### config.mk
export PLATFORM = sky130hd
export DESIGN_NAME = i2c_bytecount_slave
export DESIGN_NICKNAME = d
export VERILOG_FILES = /design/src/rtl/i2c_slv_pkg.sv /design/src/rtl/i2c_slv_sync_line.sv /design/src/rtl/i2c_slv_sync.sv /design/src/rtl/i2c_slv_engine.sv /design/src/rtl/i2c_slv_regs.sv /design/src/rtl/i2c_bytecount_slave.sv
export SDC_FILE = /design/constraint.sdc
export NUM_CORES = 1
export LEC_CHECK = 0
export BUFFER_PORTS_ARGS = -buffer_cell sky130_fd_sc_hd__buf_4
export CAP_MARGIN = 30
export CORE_ASPECT_RATIO = 1.4
export CORE_MARGIN = 2
export CORE_UTILIZATION = 65
export DETAILED_ROUTE_END_ITERATION = 10
export GPL_TIMING_DRIVEN = 0
export PLACE_DENSITY_LB_ADDON = 0.3
export SLEW_MARGIN = 20
export SYNTH_ARGS = -nofsm -noshare
export SYNTH_HDL_FRONTEND = slang
export SYNTH_HIERARCHICAL = 1
export SYNTH_SLANG_ARGS = --single-unit
### constraint.sdc
create_clock -name clk -period 4.64 [get_ports clk]
set_input_delay 0.464 -clock clk [delete_from_list [all_inputs] [get_ports clk]]
set_output_delay 0.464 -clock clk [all_outputs]
set_load 0.02 [all_outputs]
### src/rtl/i2c_slv_pkg.sv
package i2c_slv_pkg;
   localparam int REG_AW = 3;

   localparam logic [REG_AW-1:0] RA_OWN = 3'd0;
   localparam logic [REG_AW-1:0] RA_CNT = 3'd1;
   localparam logic [REG_AW-1:0] RA_TXD = 3'd2;
   localparam logic [REG_AW-1:0] RA_RXD = 3'd3;
   localparam logic [REG_AW-1:0] RA_STS = 3'd4;

   localparam int SB_TXW  = 0;
   localparam int SB_RXR  = 1;
   localparam int SB_DIR  = 2;
   localparam int SB_HIT  = 3;
   localparam int SB_BYTE = 4;
   localparam int SB_NAK  = 5;
   localparam int SB_DONE = 6;
   localparam int SB_W    = 7;

   typedef enum logic [2:0] {
      PH_IDLE,
      PH_ADDR,
      PH_AACK,
      PH_RX,
      PH_RACK,
      PH_TX,
      PH_TACK,
      PH_SKIP
   } phase_t;
endpackage

### src/rtl/i2c_slv_sync_line.sv
module i2c_slv_sync_line #(
   parameter int STAGES = 2
) (
   input  logic clk,
   input  logic rst_n,
   input  logic line_i,
   output logic line_s,
   output logic line_q
);
   logic [STAGES-1:0] chain;

   always_ff @(posedge clk or negedge rst_n) begin
      if (!rst_n) begin
         chain  <= '1;
         line_q <= 1'b1;
      end else begin
         chain  <= {chain[STAGES-2:0], line_i};
         line_q <= chain[STAGES-1];
      end
   end

   assign line_s = chain[STAGES-1];
endmodule

### src/rtl/i2c_slv_sync.sv
module i2c_slv_sync #(
   parameter int STAGES = 2
) (
   input  logic clk,
   input  logic rst_n,
   input  logic scl_i,
   input  logic sda_i,
   output logic scl_s,
   output logic sda_s,
   output logic scl_rise,
   output logic scl_fall,
   output logic start_det,
   output logic stop_det
);
   localparam int NLINES = 2;

   logic [NLINES-1:0] raw, cur, prev;

   assign raw = {sda_i, scl_i};

   for (genvar k = 0; k < NLINES; k++) begin : g_line
      i2c_slv_sync_line #(.STAGES(STAGES)) u_line (
         .clk    (clk),
         .rst_n  (rst_n),
         .line_i (raw[k]),
         .line_s (cur[k]),
         .line_q (prev[k])
      );
   end

   assign scl_s     = cur[0];
   assign sda_s     = cur[1];
   assign scl_rise  = cur[0] & ~prev[0];
   assign scl_fall  = ~cur[0] & prev[0];
   assign start_det = cur[0] & prev[0] & prev[1] & ~cur[1];
   assign stop_det  = cur[0] & prev[0] & ~prev[1] & cur[1];
endmodule

### src/rtl/i2c_slv_engine.sv
module i2c_slv_engine
   import i2c_slv_pkg::*;
#(
   parameter int CNT_W = 8
) (
   input  logic             clk,
   input  logic             rst_n,
   input  logic             sda_s,
   input  logic             scl_rise,
   input  logic             scl_fall,
   input  logic             start_det,
   input  logic             stop_det,
   input  logic [6:0]       own_addr,
   input  logic [CNT_W-1:0] byte_cnt,
   input  logic [7:0]       tx_hold,
   output logic             sda_drive,
   output logic             ev_match,
   output logic             ev_rw,
   output logic             ev_btf,
   output logic             ev_nak,
   output logic             ev_rx,
   output logic [7:0]       rx_byte,
   output logic             ev_txreq,
   output logic             ev_done
);
   localparam logic [2:0] LAST_BIT = 3'd7;
   localparam logic [CNT_W-1:0] ONE = CNT_W'(1);

   phase_t           phase;
   logic [7:0]       shreg;
   logic [2:0]       bitcnt;
   logic             full;
   logic             rw_q;
   logic             take;
   logic             nak_q;
   logic             active;
   logic [CNT_W-1:0] left;

   logic             hit;
   logic             load_now;
   logic [7:0]       next_tx;

   assign hit      = (shreg[7:1] == own_addr);
   assign next_tx  = (left != '0) ? tx_hold : 8'hFF;
   assign load_now = scl_fall && !start_det && !stop_det &&
                     (((phase == PH_AACK) && rw_q) ||
                      ((phase == PH_TACK) && !nak_q));

   assign ev_match = (phase == PH_ADDR) && scl_fall && full && hit &&
                     !start_det && !stop_det;
   assign ev_rw    = shreg[0];
   assign ev_rx    = (phase == PH_RACK) && scl_rise && take;
   assign ev_nak   = (phase == PH_TACK) && scl_rise && sda_s;
   assign ev_btf   = ev_rx || ((phase == PH_TACK) && scl_rise);
   assign rx_byte  = shreg;
   assign ev_txreq = (ev_match && shreg[0]) || (load_now && (left > ONE));
   assign ev_done  = stop_det && active;

   always_ff @(posedge clk or negedge rst_n) begin
      if (!rst_n) begin
         phase     <= PH_IDLE;
         shreg     <= '0;
         bitcnt    <= '0;
         full      <= 1'b0;
         rw_q      <= 1'b0;
         take      <= 1'b0;
         nak_q     <= 1'b0;
         active    <= 1'b0;
         left      <= '0;
         sda_drive <= 1'b0;
      end else if (stop_det) begin
         phase     <= PH_IDLE;
         active    <= 1'b0;
         sda_drive <= 1'b0;
      end else if (start_det) begin
         phase     <= PH_ADDR;
         bitcnt    <= '0;
         full      <= 1'b0;
         sda_drive <= 1'b0;
      end else if (load_now) begin
         shreg     <= next_tx;
         sda_drive <= ~next_tx[7];
         bitcnt    <= '0;
         full      <= 1'b0;
         phase     <= PH_TX;
      end else begin
         unique case (phase)
            PH_ADDR, PH_RX: begin
               if (scl_rise) begin
                  shreg <= {shreg[6:0], sda_s};
                  if (bitcnt == LAST_BIT) full <= 1'b1;
                  else                    bitcnt <= bitcnt + 3'd1;
               end else if (scl_fall && full) begin
                  full <= 1'b0;
                  if (phase == PH_ADDR) begin
                     if (hit) begin
                        phase     <= PH_AACK;
                        sda_drive <= 1'b1;
                        rw_q      <= shreg[0];
                        left      <= byte_cnt;
                        active    <= 1'b1;
                     end else begin
                        phase <= PH_SKIP;
                     end
                  end else begin
                     phase     <= PH_RACK;
                     take      <= (left != '0);
                     sda_drive <= (left != '0);
                  end
               end
            end
            PH_AACK: begin
               if (scl_fall) begin
                  sda_drive <= 1'b0;
                  bitcnt    <= '0;
                  phase     <= PH_RX;
               end
            end
            PH_RACK: begin
               if (scl_rise && take) begin
                  left <= left - ONE;
               end else if (scl_fall) begin
                  sda_drive <= 1'b0;
                  bitcnt    <= '0;
                  phase     <= PH_RX;
               end
            end
            PH_TX: begin
               if (scl_rise) begin
                  if (bitcnt == LAST_BIT) full <= 1'b1;
                  else                    bitcnt <= bitcnt + 3'd1;
               end else if (scl_fall) begin
                  if (full) begin
                     full      <= 1'b0;
                     sda_drive <= 1'b0;
                     phase     <= PH_TACK;
                  end else begin
                     shreg     <= {shreg[6:0], 1'b1};
                     sda_drive <= ~shreg[6];
                  end
               end
            end
            PH_TACK: begin
               if (scl_rise) begin
                  nak_q <= sda_s;
                  if (left != '0) left <= left - ONE;
               end else if (scl_fall && nak_q) begin
                  phase <= PH_SKIP;
               end
            end
            default: ;
         endcase
      end
   end
endmodule

### src/rtl/i2c_slv_regs.sv
module i2c_slv_regs
   import i2c_slv_pkg::*;
#(
   parameter int CNT_W = 8
) (
   input  logic              clk,
   input  logic              rst_n,
   input  logic              reg_we,
   input  logic [REG_AW-1:0] reg_addr,
   input  logic [7:0]        reg_wdata,
   output logic [7:0]        reg_rdata,
   input  logic              ev_match,
   input  logic              ev_rw,
   input  logic              ev_btf,
   input  logic              ev_nak,
   input  logic              ev_rx,
   input  logic [7:0]        rx_byte,
   input  logic              ev_txreq,
   input  logic              ev_done,
   output logic [6:0]        own_addr,
   output logic [CNT_W-1:0]  byte_cnt,
   output logic [7:0]        tx_hold,
   output logic [SB_W-1:0]   status
);
   logic [7:0]      rx_hold;
   logic            dir_pend;
   logic            dir_rw;
   logic            wr_own, wr_cnt, wr_txd, wr_sts;
   logic [SB_W-1:0] w1c;

   assign wr_own = reg_we && (reg_addr == RA_OWN);
   assign wr_cnt = reg_we && (reg_addr == RA_CNT);
   assign wr_txd = reg_we && (reg_addr == RA_TXD);
   assign wr_sts = reg_we && (reg_addr == RA_STS);
   assign w1c    = wr_sts ? reg_wdata[SB_W-1:0] : '0;

   always_ff @(posedge clk or negedge rst_n) begin
      if (!rst_n) begin
         own_addr <= '0;
         byte_cnt <= '0;
         tx_hold  <= '0;
         rx_hold  <= '0;
         status   <= '0;
         dir_pend <= 1'b0;
         dir_rw   <= 1'b0;
      end else begin
         if (wr_own) own_addr <= reg_wdata[6:0];
         if (wr_cnt) byte_cnt <= reg_wdata[CNT_W-1:0];
         if (wr_txd) tx_hold  <= reg_wdata;
         if (ev_rx)  rx_hold  <= rx_byte;

         dir_pend <= ev_match;
         dir_rw   <= ev_rw;
         if (dir_pend) status[SB_DIR] <= dir_rw;

         if (ev_txreq)    status[SB_TXW] <= 1'b1;
         else if (wr_txd) status[SB_TXW] <= 1'b0;

         if (ev_rx)                status[SB_RXR] <= 1'b1;
         else if (w1c[SB_RXR])     status[SB_RXR] <= 1'b0;

         if (ev_match)             status[SB_HIT] <= 1'b1;
         else if (w1c[SB_HIT])     status[SB_HIT] <= 1'b0;

         if (ev_btf)               status[SB_BYTE] <= 1'b1;
         else if (w1c[SB_BYTE])    status[SB_BYTE] <= 1'b0;

         if (ev_nak)               status[SB_NAK] <= 1'b1;
         else if (w1c[SB_NAK])     status[SB_NAK] <= 1'b0;

         if (ev_done)              status[SB_DONE] <= 1'b1;
         else if (w1c[SB_DONE])    status[SB_DONE] <= 1'b0;
      end
   end

   always_comb begin
      unique case (reg_addr)
         RA_OWN:  reg_rdata = {1'b0, own_addr};
         RA_CNT:  reg_rdata = 8'(byte_cnt);
         RA_TXD:  reg_rdata = tx_hold;
         RA_RXD:  reg_rdata = rx_hold;
         RA_STS:  reg_rdata = {{(8-SB_W){1'b0}}, status};
         default: reg_rdata = '0;
      endcase
   end
endmodule

### src/rtl/i2c_bytecount_slave.sv
module i2c_bytecount_slave
   import i2c_slv_pkg::*;
#(
   parameter int SYNC_STAGES = 2,
   parameter int CNT_W       = 8
) (
   input  logic       clk,
   input  logic       rst_n,
   input  logic       scl_i,
   output logic       scl_o,
   output logic       scl_oe,
   input  logic       sda_i,
   output logic       sda_o,
   output logic       sda_oe,
   input  logic       reg_we,
   input  logic [2:0] reg_addr,
   input  logic [7:0] reg_wdata,
   output logic [7:0] reg_rdata
);
   if (SYNC_STAGES < 2) begin : g_bad_sync
      $error("SYNC_STAGES must be at least 2");
   end
   if (CNT_W < 1 || CNT_W > 8) begin : g_bad_cnt
      $error("CNT_W must lie between 1 and 8");
   end

   logic             scl_s, sda_s, scl_rise, scl_fall, start_det, stop_det;
   logic [6:0]       own_addr;
   logic [CNT_W-1:0] byte_cnt;
   logic [7:0]       tx_hold;
   logic [7:0]       rx_byte;
   logic             ev_match, ev_rw, ev_btf, ev_nak, ev_rx, ev_txreq, ev_done;
   logic [SB_W-1:0]  status;

   assign scl_o  = 1'b0;
   assign scl_oe = 1'b0;
   assign sda_o  = 1'b0;

   i2c_slv_sync #(.STAGES(SYNC_STAGES)) u_sync (
      .clk       (clk),
      .rst_n     (rst_n),
      .scl_i     (scl_i),
      .sda_i     (sda_i),
      .scl_s     (scl_s),
      .sda_s     (sda_s),
      .scl_rise  (scl_rise),
      .scl_fall  (scl_fall),
      .start_det (start_det),
      .stop_det  (stop_det)
   );

   i2c_slv_engine #(.CNT_W(CNT_W)) u_engine (
      .clk       (clk),
      .rst_n     (rst_n),
      .sda_s     (sda_s),
      .scl_rise  (scl_rise),
      .scl_fall  (scl_fall),
      .start_det (start_det),
      .stop_det  (stop_det),
      .own_addr  (own_addr),
      .byte_cnt  (byte_cnt),
      .tx_hold   (tx_hold),
      .sda_drive (sda_oe),
      .ev_match  (ev_match),
      .ev_rw     (ev_rw),
      .ev_btf    (ev_btf),
      .ev_nak    (ev_nak),
      .ev_rx     (ev_rx),
      .rx_byte   (rx_byte),
      .ev_txreq  (ev_txreq),
      .ev_done   (ev_done)
   );

   i2c_slv_regs #(.CNT_W(CNT_W)) u_regs (
      .clk       (clk),
      .rst_n     (rst_n),
      .reg_we    (reg_we),
      .reg_addr  (reg_addr),
      .reg_wdata (reg_wdata),
      .reg_rdata (reg_rdata),
      .ev_match  (ev_match),
      .ev_rw     (ev_rw),
      .ev_btf    (ev_btf),
      .ev_nak    (ev_nak),
      .ev_rx     (ev_rx),
      .rx_byte   (rx_byte),
      .ev_txreq  (ev_txreq),
      .ev_done   (ev_done),
      .own_addr  (own_addr),
      .byte_cnt  (byte_cnt),
      .tx_hold   (tx_hold),
      .status    (status)
   );
endmodule

=== Word level (Yosys, flattened, before mapping) ===
Cells that the tools add are included.
W data, S select, Z words.

* Add/subtract/negate cells: 2
* Magnitude comparators: 1
* Bitwise operators: 18
* Eq/ne operators: 40
* Reductions and logical operators: 60
* Muxes and demuxes: 79

{| class="wikitable"
|+ Operators by type and width
! operator !! number
|-
| $mux W8 || 13
|-
| $mux W3 || 20
|-
| $pmux W8 S5 || 1
|-
| $mux W1 || 38
|-
| $reduce_and A7 Y1 || 4
|-
| $ne A5 B1 Y1 const B || 5
|-
| $logic_and A1 B1 Y1 || 24
|-
| $pmux W8 S3 || 1
|-
| $reduce_bool A2 Y1 || 10
|-
| $pmux W8 S2 || 1
|-
| $reduce_bool A8 Y1 || 2
|-
| $eq A3 B3 Y1 const B || 5
|-
| $ne A5 B5 Y1 const B || 3
|-
| $pmux W3 S5 || 1
|-
| $eq A3 B2 Y1 const B || 4
|-
| $not A1 Y1 || 11
|-
| $reduce_and A11 Y1 || 1
|-
| $ne A2 B1 Y1 const B || 5
|-
| $ne A2 B2 Y1 const B || 5
|-
| $ne A5 B2 Y1 const B || 2
|-
| $reduce_and A5 Y1 || 2
|-
| $pmux W3 S3 || 1
|-
| $reduce_and A9 Y1 || 1
|-
| $gt A8 B1 Y1 const B || 1
|-
| 24 further kinds || 39
|}

* Input bits: 16
* Output and inout bits: 12
* Logic and storage cells: 227
* Register bits after elaboration: 74

=== Logic depth before layout (Yosys ltp) ===
* Depth in word-level cells: 10
* Mapped depth: 8
* Gate-level depth less buffers: 7

=== Modules after synthesis ===
The synthesis kept the hierarchy.

{| class="wikitable"
|+ By module, submodules not included
! module !! cells an instance !! times used !! area each (um^2) !! sequential area each (um^2)
|-
| i2c_slv_engine || 231 || 1 || 2104.5 || 700.7
|-
| i2c_slv_regs || 140 || 1 || 1851.8 || 1001.0
|-
| i2c_slv_sync_line || 3 || 2 || 78.8 || 78.8
|-
| i2c_slv_sync || 4 || 1 || 32.5 || 0.0
|-
| i2c_bytecount_slave || 4 || 1 || 26.3 || 0.0
|}

=== Least setup slack after synthesis ===
Ideal clock, no wire load.

* Path kind: reg-to-reg
* Start point: register u_sync.g_line[1].u_line.chain[1]
* End point: register u_engine.left[2]
* Data required time: 4518 ps
* Library setup time: 122 ps
* Path slack: 2573 ps
* Arrival: 1944 ps
* Stages on the path, launching flop included: 7
* Cell sequence: dfstp_2 > and4b_1 > inv_1 > nand2_1 > a2111oi_4 > o211ai_1 > o2bb2ai_1

* Word-level cells in the longest chain between the ends: 8
* Elaborated cells between the ends (all ways): 12
* Those cells by class: bitwise (6); reduce/logical (6)

{| class="wikitable"
|+ Ends and longest elaborated chain
! item !! line !! source
|-
| from (decl) || i2c_slv_sync_line.sv:10 || <nowiki>logic [STAGES-1:0] chain;</nowiki>
|-
| from (signal assigned) || i2c_slv_sync_line.sv:17 || <nowiki>chain <= {chain[STAGES-2:0], line_i};</nowiki>
|-
| $not A1 Y1 * || i2c_slv_sync.sv:35 || <nowiki>assign start_det = cur[0] & prev[0] & prev[1] & ~cur[1];</nowiki>
|-
| $and A1 B1 Y1 * || i2c_slv_sync.sv:35 ||
|-
| named net start_det || i2c_bytecount_slave.sv:27 || <nowiki>logic scl_s, sda_s, scl_rise, scl_fall, start_det, stop_det;</nowiki>
|-
| $logic_not A1 Y1 || i2c_slv_engine.sv:45 || <nowiki>assign load_now = scl_fall && !start_det && !stop_det &&</nowiki>
|-
| $logic_and A1 B1 Y1 (3 in series) || i2c_slv_engine.sv:45 ||
|-
| $not A1 Y1 (no source line) || - ||
|-
| $reduce_and A11 Y1 (no source line) * || - ||
|-
| to (signal assigned) || i2c_slv_engine.sv:100 || <nowiki>left <= byte_cnt;</nowiki>
|-
| to (signal assigned) || i2c_slv_engine.sv:121 || <nowiki>left <= left - ONE;</nowiki>
|-
| to (signal assigned) || i2c_slv_engine.sv:146 || <nowiki>if (left != '0) left <= left - ONE;</nowiki>
|-
| to (decl) || i2c_slv_engine.sv:37 || <nowiki>logic [CNT_W-1:0] left;</nowiki>
|}

The timed path passes the listed nets; every way through them passes the cells marked *.
A chain may end at the register's enable or synchronous reset.

=== Worst setup path in the final report ===
* Start point: register u_sync.g_line[0].u_line.chain[1]
* End point: register u_regs.rx_hold[2]

* Word-level cells in the longest chain between the ends: 3

{| class="wikitable"
|+ Ends and longest elaborated chain
! item !! line !! source
|-
| from (decl) || i2c_slv_sync_line.sv:10 ||
|-
| from (signal assigned) || i2c_slv_sync_line.sv:17 ||
|-
| $and A1 B1 Y1 || i2c_slv_sync.sv:33 || <nowiki>assign scl_rise = cur[0] & ~prev[0];</nowiki>
|-
| named net scl_rise || i2c_bytecount_slave.sv:27 ||
|-
| $logic_and A1 B1 Y1 (2 in series) || i2c_slv_engine.sv:52 || <nowiki>assign ev_rx = (phase == PH_RACK) && scl_rise && take;</nowiki>
|-
| named net ev_rx || i2c_bytecount_slave.sv:32 || <nowiki>logic ev_match, ev_rw, ev_btf, ev_nak, ev_rx, ev_txreq, ev_done;</nowiki>
|-
| to (signal assigned) || i2c_slv_regs.sv:50 || <nowiki>if (ev_rx) rx_hold <= rx_byte;</nowiki>
|-
| to (decl) || i2c_slv_regs.sv:25 || <nowiki>logic [7:0] rx_hold;</nowiki>
|}

The timed path passes the listed nets, and every way through them passes these cells.

==> reports/summary.txt <==
EDFF count, synth = 0
Core Footprint = 6211 um^2
hold buffer count at cts = 0
total CTS buffers = 9
Post-DP Area = 4436 um^2
internal power = 1.419 mW
vias in the first global route = 3,394
CP peak stage delay = 0.56 ns
Tightest Hold Check Type = primary input to async pin
setup tns final = 0 ns
Inserted Diodes = 0
Crit Path Category = flop to flop
count of cell types in the netlist = 75
grt met2 use = 0.5085
Most Crowded Layer GR = met2
Slew @ Worst Pin = 0.6969 ns
worst skew pair latency = 0.35 ns
critical path arrival = 2.81 ns
Clock Tree Buf Depth = 2
starting density of the core = 0.6718
gr usage total = 0.3127
first-pass GRT wire length = 16,990 um
Area Overhead vs Synth = 11.09%
DRT antenna net count = 0
DR iter-0 viols = 375
Max Cap Violations = 0
die boundary height = 98.80 um
element type at the critical path start = flop
Setup Skew = 0.01576 ns
I/O Pins = 28
min Tclk post-route = 2.581 ns
wire per inst = 21.05 um
#FFs+latches synth = 74
CTS root buffer = clkbuf_8
Max Freq = 0.3875 GHz
RePlAce Congestion = 0.9233
crit end category = flop
Mapped Area = 4173 um^2
Syn Inst Count = 385
DRC = 0
Worst slew margin = 0.5354
CTS clk-pin slew, worst paths = 0.08 ns
dpl hpwl = 7449 um
worst path required time = 4.87 ns
met3 usage = 0.06033
Final nets = 441
slowest CP cell = dfstp_2
total die area = 7085 um^2
postcts setup bufs = 0
crit-path cells = nor2b_1, buf_2, inv_1, nor4_1, clkbuf_1, mux2_2
sequential share of the synthesized area = 0.4456
RSZ-0062 raised after global routing = no
post-DR vias/cell = 6.745
Most used DFF post-synth = dfrtp_1
Final Slew Violations = 0
H-tree depth = 3
status = finished, final reports clean
Async SR Flop Fraction = 1.000
# clock sinks = 74
Pwr Density = 507.1 nW/um^2
WL final = 10,480 um
total number of vias = 3,359
# setup viols final = 0
post-route design area = 4636 um^2
sequential power share = 0.416
FP Rows = 34
Resized Gates After CTS = 0
initial antenna violation count = 0
Mapped Avg Cell Area = 10.84 um^2
Switching Share = 0.3965
CP bufs+invs = 3
Clk pwr share = 0.192
CTS tree = yes
Sw Pwr = 0.9322 mW
worst-path maximum fanout = 10
Top delay family on crit path = buffers and inverters
port bufs = 22
Leak = 2.074 nW
largest net degree at the start of global routing = 75
met1 Usage GRT = 0.4011
TritonRoute pass-1 iters = 5
GR Overflow Total = 0
Final Cycle Share = 0.5562
Peak supply drop = 0.2869 mV
share of layout cells above drive strength 1 = 0.2958
Comb pwr share = 0.392
final hold vios = 0
Die W = 71.72 um
synth warn = 6
stage by stage:
step,hold slack [ns],util,worst slack [ns],power [mW],instances
2_1_floorplan,0.1684,-,2.573,1.623,387
3_3_place_gp,0.3455,0.7141,2.161,1.845,481
3_5_place_dp,0.3489,0.7141,2.126,1.880,481
4_1_cts,0.2119,0.7432,2.113,2.332,497
5_1_grt,0.07877,0.7464,1.894,2.481,498
6_report,0.05299,0.7464,2.059,2.351,498
cell type report:
type / instances / area, um^2
Multi-Input combinational cell: 278 / 2128
Clock buffer: 10 / 137.6
Fill cell: 451 / 1575
Tap cell: 72 / 90.09
Clock inverter: 6 / 42.54
Sequential cell: 74 / 1859
Buffer: 25 / 155.1
Timing Repair Buffer: 23 / 185.2
Inverter: 10 / 37.54
metal layers:
layer	up-vias	wire length [um]
li1	1506	-
met1	1668	4225
met2	152	5273
met3	33	603
met4	0	378
met5	-	0
placed cells by master (no fill, tap or decap), drive strengths merged, types with 7 or more instances in the layout:
| cell type | count |
|---|---|
| dfrtp | 68 |
| nor2 | 13 |
| nor3b | 11 |
| clkbuf | 16 |
| buf | 42 |
| nand3 | 7 |
| mux2 | 42 |
| mux2i | 11 |
| o22ai | 7 |
| nor3 | 16 |
| inv | 10 |
| nand2 | 23 |
| xor2 | 7 |
| nor2b | 7 |
| a22oi | 7 |
| o21ai | 11 |
| a21oi | 26 |
power by group through the flow:
stage	sequential, mW	combinational, mW	clock, mW
2_1_floorplan	0.927	0.696	0
3_3_place_gp	0.976	0.869	0
3_5_place_dp	0.984	0.896	0
4_1_cts	0.973	0.902	0.457
5_1_grt	1.00	1.00	0.478
6_report	0.977	0.923	0.451
registers in the layout, summed over array words and instances, names as in the netlist, 2 cells and up:
| signal | flops |
|---|---|
| u_engine/left | 8 |
| u_engine/rx_byte | 8 |
| u_regs/byte_cnt | 8 |
| u_regs/rx_hold | 8 |
| u_regs/tx_hold | 8 |
| u_regs/own_addr | 7 |
| u_regs/status | 7 |
| u_sync/g_line.u_line/chain | 4 |
| u_engine/bitcnt | 3 |
| u_engine/phase | 3 |
| u_sync/g_line.u_line/line_q | 2 |
worst paths after layout:
path	from	end	slack (ns)	cells after the start
max	u_sync/g_line[0].u_line/chain[1]$_DFF_PN1_	u_regs/rx_hold[2]$_DFFE_PN0P_	2.06	6
min	rst_n	u_engine/bitcnt[0]$_DFFE_PN0P_	0.05	1
max reg2reg	u_sync/g_line[0].u_line/chain[1]$_DFF_PN1_	u_regs/rx_hold[2]$_DFFE_PN0P_	2.06	6
min reg2reg	u_sync/g_line[1].u_line/chain[0]$_DFF_PN1_	u_sync/g_line[1].u_line/chain[1]$_DFF_PN1_	0.36	0
max in group asynchronous	rst_n	u_regs/rx_hold[0]$_DFFE_PN0P_	4.03	2
min in group clk	sda_i	u_sync/g_line[1].u_line/chain[0]$_DFF_PN1_	0.22	1
synth_stat cells (3+ instances only):
cell	count	area (um^2)
dfstp_2	6	157.7
xor2_1	7	61.31
a31oi_1	4	25.02
buf_4	5	37.54
o21ai_0	8	40.04
nor2b_1	7	43.79
a21o_1	6	45.04
and4b_1	3	30.03
o2bb2ai_1	6	52.55
nor2_1	12	45.04
a32oi_1	3	26.28
a21boi_0	3	22.52
and2_1	3	18.77
nand2_1	20	75.07
nor3b_1	10	75.07
mux2_2	41	461.7
buf_6	4	45.04
ha_1	4	50.05
nand3_1	6	30.03
nor4_1	5	31.28
buf_2	10	50.05
mux2i_1	11	110.1
o22ai_1	7	43.79
o32ai_1	3	26.28
a22oi_1	7	52.55
o211ai_1	4	30.03
a21oi_1	26	130.1
clkbuf_1	6	22.52
nor3_1	15	75.07
dfrtp_1	68	1702
inv_1	9	33.78
cell families after synthesis:
| logic type | count (synthesis) | share of synthesized area |
|---|---|---|
| adders and majority gates | 4 | 0.01199 |
| xor gates and xnor gates | 7 | 0.01469 |
| other | 1 | 0.0008987 |
| and+or+nand+nor | 112 | 0.1697 |
| DFF | 74 | 0.4456 |
| AOI/OAI and AO/OA | 99 | 0.1712 |
| muxes | 53 | 0.1397 |
| buffers and inverters | 35 | 0.04618 |
(Power assumes the default switching activity.)
